File: src/rtl/alu16_pkg.sv
package alu16_pkg;

    typedef enum logic [3:0] {
        OP_ADD = 4'd0,
        OP_SUB = 4'd1,
        OP_CMP = 4'd2,
        OP_AND = 4'd3,
        OP_OR  = 4'd4,
        OP_XOR = 4'd5,
        OP_MOV = 4'd6,
        OP_LUI = 4'd7,
        OP_SHL = 4'd8,
        OP_SHR = 4'd9
    } alu_op_e;

    typedef struct packed {
        logic f;
        logic l;
        logic c;
        logic n;
        logic z;
    } psr_t;

endpackage

File: src/rtl/alu16_arith.sv
module alu16_arith #(
    parameter int W = 16
) (
    input  logic [W-1:0] a_i,      // destination operand
    input  logic [W-1:0] b_i,      // source operand
    input  logic         sub_i,
    output logic [W-1:0] sum_o,
    output logic         carry_o,
    output logic         ovf_o,
    output logic         eq_o,
    output logic         ltu_o,
    output logic         lts_o
);
    logic [W-1:0] b_eff;
    logic [W:0]   wide;

    always_comb begin
        b_eff   = sub_i ? ~b_i : b_i;
        wide    = {1'b0, a_i} + {1'b0, b_eff} + {{W{1'b0}}, sub_i};
        sum_o   = wide[W-1:0];
        carry_o = wide[W];
        ovf_o   = (a_i[W-1] == b_eff[W-1]) && (sum_o[W-1] != a_i[W-1]);
        eq_o    = (a_i == b_i);
        ltu_o   = sub_i & ~wide[W];
        lts_o   = sum_o[W-1] ^ ovf_o;
    end
endmodule

File: src/rtl/alu16_logic.sv
module alu16_logic
    import alu16_pkg::*;
#(
    parameter int W     = 16,
    parameter int IMM_W = 8
) (
    input  alu_op_e      op_i,
    input  logic [W-1:0] src_i,
    input  logic [W-1:0] dst_i,
    output logic [W-1:0] res_o,
    output logic         hit_o
);
    localparam int LOW_W = W - IMM_W;

    always_comb begin
        res_o = '0;
        hit_o = 1'b1;
        case (op_i)
            OP_AND:  res_o = src_i & dst_i;
            OP_OR:   res_o = src_i | dst_i;
            OP_XOR:  res_o = src_i ^ dst_i;
            OP_MOV:  res_o = src_i;
            OP_LUI:  res_o = {src_i[IMM_W-1:0], {LOW_W{1'b0}}};
            OP_SHL:  res_o = {dst_i[W-2:0], 1'b0};
            OP_SHR:  res_o = {1'b0, dst_i[W-1:1]};
            default: hit_o = 1'b0;
        endcase
    end
endmodule

File: src/rtl/alu16_core.sv
module alu16_core
    import alu16_pkg::*;
#(
    parameter int WIDTH = 16,
    parameter int IMM_W = 8
) (
    input  logic             clk,
    input  logic             rst_n,
    input  logic             op_valid_i,
    input  logic [3:0]       op_i,
    input  logic [WIDTH-1:0] src_i,
    input  logic [WIDTH-1:0] dst_i,
    output logic [WIDTH-1:0] result_o,
    output logic             wr_en_o,
    output logic [4:0]       flags_o
);
    typedef struct packed {
        psr_t psr;
    } state_t;

    state_t state_d, state_q;

    alu_op_e      op;
    logic         is_sub;
    logic [WIDTH-1:0] sum;
    logic         carry, ovf, eq, ltu, lts;
    logic [WIDTH-1:0] logic_res;
    logic         logic_hit;
    logic [WIDTH-1:0] res_d;
    logic         we_d;

    assign op     = alu_op_e'(op_i);
    assign is_sub = (op == OP_SUB) || (op == OP_CMP);

    alu16_arith #(.W(WIDTH)) arith_i (
        .a_i     (dst_i),
        .b_i     (src_i),
        .sub_i   (is_sub),
        .sum_o   (sum),
        .carry_o (carry),
        .ovf_o   (ovf),
        .eq_o    (eq),
        .ltu_o   (ltu),
        .lts_o   (lts)
    );

    alu16_logic #(.W(WIDTH), .IMM_W(IMM_W)) logic_i (
        .op_i  (op),
        .src_i (src_i),
        .dst_i (dst_i),
        .res_o (logic_res),
        .hit_o (logic_hit)
    );

    always_comb begin
        state_d = state_q;
        res_d   = '0;
        we_d    = 1'b0;
        case (op)
            OP_ADD: begin
                res_d           = sum;
                we_d            = 1'b1;
                state_d.psr.c   = carry;
                state_d.psr.f   = ovf;
            end
            OP_SUB: begin
                res_d           = sum;
                we_d            = 1'b1;
                state_d.psr.c   = ~carry;
                state_d.psr.f   = ovf;
            end
            OP_CMP: begin
                res_d           = sum;
                state_d.psr.z   = eq;
                state_d.psr.l   = ltu;
                state_d.psr.n   = lts;
            end
            default: begin
                res_d = logic_res;
                we_d  = logic_hit;
            end
        endcase
        if (!op_valid_i) begin
            state_d = state_q;
            we_d    = 1'b0;
        end
    end

    always_ff @(posedge clk) begin
        if (!rst_n) state_q <= '0;
        else        state_q <= state_d;
    end

    assign result_o = res_d;
    assign wr_en_o  = we_d;
    assign flags_o  = state_q.psr;


    hold_when_idle_chk: assert property (@(posedge clk) disable iff (!rst_n)
        !op_valid_i |=> $stable(flags_o));


    nonarith_keeps_flags_chk: assert property (@(posedge clk) disable iff (!rst_n)
        (op_valid_i && op_i > 4'd2) |=> $stable(flags_o));


    cmp_keeps_cf_chk: assert property (@(posedge clk) disable iff (!rst_n)
        (op_valid_i && op_i == 4'd2) |=> $stable(flags_o[4]) && $stable(flags_o[2]));


    addsub_keeps_zln_chk: assert property (@(posedge clk) disable iff (!rst_n)
        (op_valid_i && op_i < 4'd2) |=> $stable(flags_o[3]) && $stable(flags_o[1:0]));


    cmp_equal_sets_z_chk: assert property (@(posedge clk) disable iff (!rst_n)
        (op_valid_i && op_i == 4'd2 && src_i == dst_i) |=> flags_o[0] && !flags_o[3] && !flags_o[1]);


    cmp_no_write_chk: assert property (@(posedge clk) disable iff (!rst_n)
        (op_i == 4'd2 || !op_valid_i) |-> !wr_en_o);
endmodule

File: config.mk
export PLATFORM = sky130hd
export DESIGN_NAME = alu16_core
export DESIGN_NICKNAME = d
export VERILOG_FILES = /design/src/rtl/alu16_pkg.sv /design/src/rtl/alu16_arith.sv /design/src/rtl/alu16_logic.sv /design/src/rtl/alu16_core.sv
export SDC_FILE = /design/constraint.sdc
export NUM_CORES = 1
export LEC_CHECK = 0
export ABC_AREA = 1
export BUFFER_PORTS_ARGS = -buffer_cell sky130_fd_sc_hd__buf_4
export CAP_MARGIN = 20
export CORE_ASPECT_RATIO = 2
export CORE_MARGIN = 3
export CORE_UTILIZATION = 43
export CTS_BUF_LIST = sky130_fd_sc_hd__clkbuf_8 sky130_fd_sc_hd__clkbuf_16
export CTS_CLUSTER_SIZE = 12
export DETAILED_ROUTE_END_ITERATION = 10
export PLACE_DENSITY_LB_ADDON = 0.3
export SYNTH_ARGS = -nofsm -noshare
export SYNTH_HDL_FRONTEND = slang
export SYNTH_SLANG_ARGS = --single-unit
File: constraint.sdc
create_clock -name clk -period 3.3 [get_ports clk]
set_clock_uncertainty 0.05 [all_clocks]
set_input_delay 0.495 -clock clk [delete_from_list [all_inputs] [get_ports clk]]
set_output_delay 0.495 -clock clk [all_outputs]
set_load 0.03 [all_outputs]
==> results of run 1 <==
-- worst paths after layout --
kind | slack, ps | startpoint | to | depth (start not counted)
worst min-delay path | 430 | flags_o[4] | flags_o[4] | 2
worst max-delay path | -20 | op_i[3] | result_o[10] | 16
worst min register to register | 430 | flags_o[4] | flags_o[4] | 2
worst max register to register | 2610 | flags_o[2] | flags_o[2] | 4
-- placed cells by master (no fill, tap or decap), drive strengths merged, types with 17 or more instances in the layout --
master and count:
a21oi 18, buf 103, ha 48, inv 74, nand2 71, nand3 20, nor2 32, o21ai 29
o22ai 28, xor2 17
-- area by class of cell --
type | instances | area share, %
Inverter | 73 | 7.32
Multi-Input combinational cell | 307 | 64.6
Sequential cell | 5 | 2.67
Clock inverter | 1 | 0.100
Timing Repair Buffer | 103 | 22.2
Tap cell | 60 | 2.00
Clock buffer | 3 | 1.10
-- routing by layer --
metal  up-vias  track usage [%]  share of wire [%]  wire, um
li1       1545                -                  -         -
met3        56             2.97                6.0       588
met4         0             18.2                7.0       689
met1      1506             27.5                 34      3320
met5         -                0                  0         0
met2       175             49.7                 53      5280
-- power by group through the flow --
stage               logic, mW  clock network (mW)  registers (mW)
finish                  0.776               0.107          0.0631
global route            0.828               0.117          0.0631
CTS                     0.620               0.110          0.0631
detailed placement      0.591                   0          0.0639
global placement        0.585                   0          0.0639
floorplan               0.354                   0          0.0668
-- metrics by stage --
stage | power, mW | area, um2 | setup TNS, ps | worst slack (ps)
after global routing | 1.01 | 3740 | -773 | -159
after floorplan | 0.421 | 2470 | 0 | 111
after CTS | 0.793 | 3310 | 0 | 5.85
after detailed placement | 0.655 | 3170 | -521 | -119
final | 0.946 | 3740 | -28.5 | -20.5
after global placement | 0.649 | 3170 | -315 | -93.2
-- what timing repair did --
action                                  4_1_cts  5_1_grt
cloned                                        1        0
endpoints found under the setup margin        6       10
pin swaps                                     5       39
buffers inserted                              3       12
gates resized for setup                      19       76
-- critical path, stage by stage --
cell	delay [ps]
buf_8	100
nor2_4	170
nand3_4	210
buf_12	200
xor2_2	150
ha_1	350
a21oi_2	170
a21boi_4	220
o21ai_2	110
inv_2	90
nor2_4	40
nor2_1	90
nand2_1	70
nand3_2	70
nand2_2	60
buf_6	160
-- cells in the mapped netlist --
master / count
and3_1: 1
buf_4: 3
nand3_1: 16
nand3_2: 2
o211ai_1: 2
fa_1: 1
a21boi_0: 2
or2_2: 2
xnor2_1: 1
dfxtp_1: 5
o221ai_1: 1
nand3b_1: 1
nor3_1: 1
nand4_1: 3
a211oi_1: 1
nor4_1: 6
o31ai_1: 1
nand2_1: 60
a2111oi_0: 10
o22ai_1: 28
buf_2: 4
nor2_2: 1
nand3_4: 1
a21boi_1: 1
inv_1: 68
xor2_1: 17
a31oi_1: 2
o21ai_1: 6
o21bai_1: 4
o21ai_0: 22
a221oi_1: 4
a21oi_2: 1
nand2_2: 11
nor2_1: 30
o21ai_2: 1
ha_1: 48
nor2_4: 1
a21oi_1: 17
inv_2: 5
clkbuf_1: 1
-- kinds of logic (layout without fill, tap and decap cells) --
group / count (synthesis) / after routing / share of synthesized area [%]
simple gates: 136 / 137 / 25.5
flops: 5 / 5 / 4.05
xor+xnor: 18 / 18 / 6.38
buf+inv: 81 / 180 / 13.0
compound gates: 103 / 103 / 26.1
fa+ha+maj: 49 / 49 / 25.1
==> flow_summary.ini, run 1 <==
[status]
outcome = finished with violations
violations = negative setup slack

[timing]
hold_slack_ps = 432
rsz0062_at_grt = true
relSlewSlack_pct = 46.9
max_freq_ghz = 0.301
min_period_over_period_pct = 101
hold_viol_final = 0
fin_crit_ps = 3320
worst_slack_ps = -20.5
slew_violations = 0
worst_pin_slew_ps = 777
setup_violations = 2

[power_and_ir_drop]
p_int_uw = 468
p_seq_share_pct = 6.7
leakage_nw = 1.90
power_density_mw_per_mm2 = 253
p_comb_share_pct = 82.1
p_clk_share_pct = 11.3
ir_drop_mv = 0.412
swShare_pct = 50.5
power.switching_uw = 478

[grt]
track_usage_pct = 27.3
overflow = 0
first_global_vias = 3230
grt_max_degree = 17
grt_pass1_wl_um = 14500
antenna_found_initial = 0

[synthesis]
yosysTopAreaCell = ha_1
postSynthCellCount = 392
yosys.area.top_type_share_pct = 24.3
syn_area_mm2 = 0.00247
yosys.cell_types.count = 40
synth.net_count = 480
yosysSeqAreaShare_pct = 4.05
synth-seq-cells = 5
ys_warn_count = 0
netlist_top_cells_area = ha_1 (24%), inv_1 (10%), nand2_1 (9.1%)
synth.avg_cell_area_um2 = 6.31

[die]
die_h_um = 113
die_x_um = 59.6
core_area_mm2 = 0.00552
row_count = 38
start_util_pct = 44.8
dieArea_mm2 = 0.00675
pin_count = 61

[critical_path]
startpoint_type = input port
worstPathRequired_ps = 2750
end_kind = primary output
cp_max_fo = 6
criticalPathCategory = in2out
worstPathArrival_ps = 2780

[detailed_routing]
vias = 3282
drc_errors = 0
viasPerCell = 5.95
wirelength_um = 9870
ant_nets = 0
wl_per_cell_um = 17.9
drtIter0Drc = 283
dr.pass1.iters = 5

[clock_tree]
clock-sinks = 5
clk_latency_ps = 210
root_buffer = clkbuf_8
h-tree-depth = 1
hold_buffers = 0
cts_tree = built
cts_made_buffers = 3
cts_buffer_depth = 2
clk_pin_slew_ps = 30

[finish]
drive_above_1_share_pct = 39.0
largest_reg_flops = 5
diodes = 0
fin_util_pct = 67.9
nets = 581
final-seq-area_um2 = 100
fill_cells = 489
final_cells = 552
synthToLayoutAreaGrowth_pct = 51.5
multiInputGateArea_mm2 = 0.00242

[job]
maxCapViolations = 0

[placement]
gp_congestion = 1.01
io_buffers = 60
dp_hpwl_um = 7260
dpl.cell_count = 532

[hold_path]
hold_path_class = reg2reg
Note: power is estimated with default switching activity, not from simulation.
==> inputs of run 2 (changes only) <==
Clock period 3.3 ns to 4.15 ns, I/O delays scaled along.
==> flow_summary.ini, run 2 (same netlist as run 1, synthesis figures left out) <==
[clock_tree]
root_buffer = clkbuf_8
h-tree-depth = 1
clk_latency_ps = 220
hold_buffers = 0
cts_tree = built
clock-sinks = 5
cts_buffer_depth = 2
cts_resized = 0
cts_setup_buffers = 0
clk_pin_slew_ps = 30
cts_made_buffers = 3

[hold_path]
hold_path_class = reg2reg
whs_path_depth = 2

[finish]
synthToLayoutAreaGrowth_pct = 21.2
nets = 537
diodes = 0
mostFrequentLayoutCell = inv_1
stdcell_area_mm2 = 0.00300
fin_util_pct = 54.3
most-common-layout-cells = inv_1 (69), nand2_1 (60), buf_4 (60)
drive_above_1_share_pct = 19.6
largest_reg_flops = 5
final_cells = 508

[critical_path]
critPathBufInv = 3
startpoint_type = input port
slowest_delay_ps = 450
worstPathArrival_ps = 3140
criticalPathCategory = in2out
worstPathRequired_ps = 3480
r2r_start = flags_o[3]
crit_start = op_i[3]
endpoint = result_o[10]
timing.rr.end = flags_o[3]
worstPathCellList = buf_4 -> nor2_4 -> nand3_4 -> xor2_1 -> fa_1 -> nand3_1 -> nand2_1 -> a21boi_1 -> o21ai_0 -> inv_1 -> nor2_1 -> o21ai_0 -> nand3_1 -> nand2_1 -> buf_4
ff2ff_path_depth = 2
end_kind = primary output
slowest_stage = fa_1
r2r_setup_slack_ps = 3460
critPathTopFamily = simple AND/OR/NAND/NOR gates
cp_max_fo = 17
cp_num_cells = 15

[timing]
hold_slack_ps = 420
slew_violations = 0
min_period_over_period_pct = 91.8
setup_tns_ps = 0
hold_viol_final = 0
max_freq_ghz = 0.263
relSlewSlack_pct = 53.7
fin_crit_ps = 3810
setup_violations = 0
worst_pin_slew_ps = 677
rsz0062_at_grt = false
worst_slack_ps = 342

[power_and_ir_drop]
p_total_uw = 568
ir_drop_mv = 0.199
leakage_nw = 1.60
power_density_mw_per_mm2 = 190

[detailed_routing]
drtIter0Drc = 155
dr.pass1.iters = 5
ant_nets = 0
drc_errors = 0
wirelength_um = 8230
viasPerCell = 5.90
vias = 2997
wl_per_cell_um = 16.2

[grt]
track_usage_pct = 25.1
grt_pass1_wl_um = 13400
grt_max_degree = 18
first_global_vias = 3112
antenna_found_initial = 0
overflow = 0

[placement]
pre_cts_ws_ps = 377
dp_hpwl_um = 6760
gp_congestion = 0.981
io_buffers = 60
dpl.cell_count = 504
dpl_cell_area_mm2 = 0.00295

[die]
start_util_pct = 44.8
die_x_um = 59.6
row_count = 38
dieArea_mm2 = 0.00675
pin_count = 61
die_h_um = 113
core_area_mm2 = 0.00552

[status]
outcome = completed

[job]
maxCapViolations = 0
run 2: changes by cell type in the layout (fill, tap and decap cells not counted), moves of 7 or more:
| cell | previous run | this run |
|---|---|---|
| buf_6 | 7 | 0 |
| buf_4 | 93 | 60 |
| nand2_1 | 47 | 60 |
| nor2_1 | 23 | 30 |
| a21oi_1 | 9 | 17 |
| nand2_2 | 20 | 11 |
run 2: area by class of cell:
type	instances	area, um2
Fill cell	566	2520
Multi-Input combinational cell	306	2050
Timing Repair Buffer	60	450
Inverter	73	274
Sequential cell	5	100
Tap cell	60	75.1
Clock buffer	3	41.3
Clock inverter	1	3.75
run 2: routing by layer:
layer  up-vias  routed length [um]  global-route usage [%]
li1       1456                   -                       -
met1      1336                2790                    24.6
met2       154                4290                    45.4
met3        51                 538                    2.74
met4         0                 613                    18.6
met5         -                   0                       0
run 2: worst min-delay path by stage:
stage / start / endpoint / slack, ps
2_1_floorplan: flags_o[4] / flags_o[4] / 550
3_3_place_gp: flags_o[4] / flags_o[4] / 420
3_5_place_dp: flags_o[4] / flags_o[4] / 420
4_1_cts: flags_o[4] / flags_o[4] / 430
5_1_grt: flags_o[4] / flags_o[4] / 440
6_report: flags_o[4] / flags_o[4] / 420
run 2: tightest hold or removal path, cell delays in order, from the launching register on:
cell	delay, ps
dfxtp_1	300
nand2_1	70
a21oi_2	50
run 2: report_power, final:
group          internal, mW  switching, mW  leakage [nW]
logic                 0.159          0.274          1.53
registers            0.0496       0.000563        0.0405
clock network        0.0632         0.0223        0.0269
==> inputs of run 3 (changes only) <==
Settings changed: CORE_UTILIZATION 43 to 60.
==> flow_summary.ini, run 3 (same netlist as run 1, synthesis figures left out) <==
[timing]
worst_pin_slew_ps = 728
relSlewSlack_pct = 50.2
fin_crit_ps = 3780
rsz0062_at_grt = false
setup_tns_ps = 0
worst_slack_ps = 369
slew_violations = 0
hold_viol_final = 0
max_freq_ghz = 0.265
min_period_over_period_pct = 91.1
setup_violations = 0
hold_slack_ps = 443

[grt]
grt_max_degree = 18
grt_pass1_wl_um = 13400
antenna_found_initial = 0
track_usage_pct = 34.2
first_global_vias = 3040
overflow = 0

[hold_path]
whs_path_depth = 2
hold_path_class = reg2reg
hold_path.startpoint = flags_o[4]

[detailed_routing]
wirelength_um = 8520
ant_nets = 0
dr.pass1.iters = 6
viasPerCell = 6.18
wl_per_cell_um = 17.1
drc_errors = 0
drtIter0Drc = 93
vias = 3083

[finish]
mostFrequentLayoutCell = inv_1
largest_reg_flops = 5
fin_util_pct = 76.1
diodes = 0
drive_above_1_share_pct = 19.6
synthToLayoutAreaGrowth_pct = 20.7
nets = 537
most-common-layout-cells = inv_1 (69), nand2_1 (60), buf_4 (60)
fill_cells = 336

[clock_tree]
cts_resized = 0
clock-sinks = 5
clk_pin_slew_ps = 30
cts_buffer_depth = 2
hold_buffers = 0
cts_tree = built
cts_setup_buffers = 0
root_buffer = clkbuf_8
cts_made_buffers = 3
h-tree-depth = 1
clk_latency_ps = 220

[placement]
io_buffers = 60
pre_cts_ws_ps = 394
gp_congestion = 1.04
dp_hpwl_um = 6710

[die]
die_x_um = 51.4
core_area_mm2 = 0.00392
pin_count = 61
start_util_pct = 63.0
row_count = 32
dieArea_mm2 = 0.00497
die_h_um = 96.8

[power_and_ir_drop]
ir_drop_mv = 0.222
leakage_nw = 1.60
p_total_uw = 574
power_density_mw_per_mm2 = 192

[status]
outcome = completed

[critical_path]
worstPathRequired_ps = 3480
criticalPathCategory = in2out
r2r_start = flags_o[0]
cp_max_fo = 17
worstPathArrival_ps = 3110
end_kind = primary output
ff2ff_path_depth = 2
startpoint_type = input port
crit_start = op_i[3]

[job]
maxCapViolations = 0
==> run 3: worst paths after layout <==
check,endpoint,slack (ps)
max reg2reg,flags_o[0],3380
max,result_o[11],370
min,flags_o[4],440
min reg2reg,flags_o[4],440
==> run 3: metrics by stage <==
stage	instance area, um2	cells
6_report	2990	499
4_1_cts	2990	499
5_1_grt	2990	499
3_5_place_dp	2940	495
3_3_place_gp	2940	495
2_1_floorplan	2470	392
==> run 3: worst max-delay path: stages <==
cell     delay (ps)
buf_4           140
nor2_4          160
nand3_4         280
xor2_1          240
ha_1            350
a21oi_1         290
o21ai_0         170
a21oi_1         380
o21ai_1         100
nand2_1          70
nand3_1          70
nand2_1          80
buf_4           160
==> run 3: routing by layer <==
metal	GRT usage (%)	share of wire, %
met5	0	0
met4	25.5	8.4
met3	3.70	5.7
met2	61.0	51
met1	34.0	34
==> run 3: report_power, final <==
part	internal, mW	total [mW]	leakage, nW	switching, mW
logic	0.160	0.439	1.53	0.278
registers	0.0496	0.0502	0.0405	0.000660
clock network	0.0632	0.0854	0.0269	0.0222
==> run 3: layout make-up <==
cell class	count	area, um2	area share (%)
timing repair buffer	60	450	15.1
tap	51	63.8	2.14
clock inverter	1	3.75	0.126
inverter	73	274	9.18
multi-input combinational	306	2050	68.7
sequential	5	100	3.35
clock buffer	3	41.3	1.38
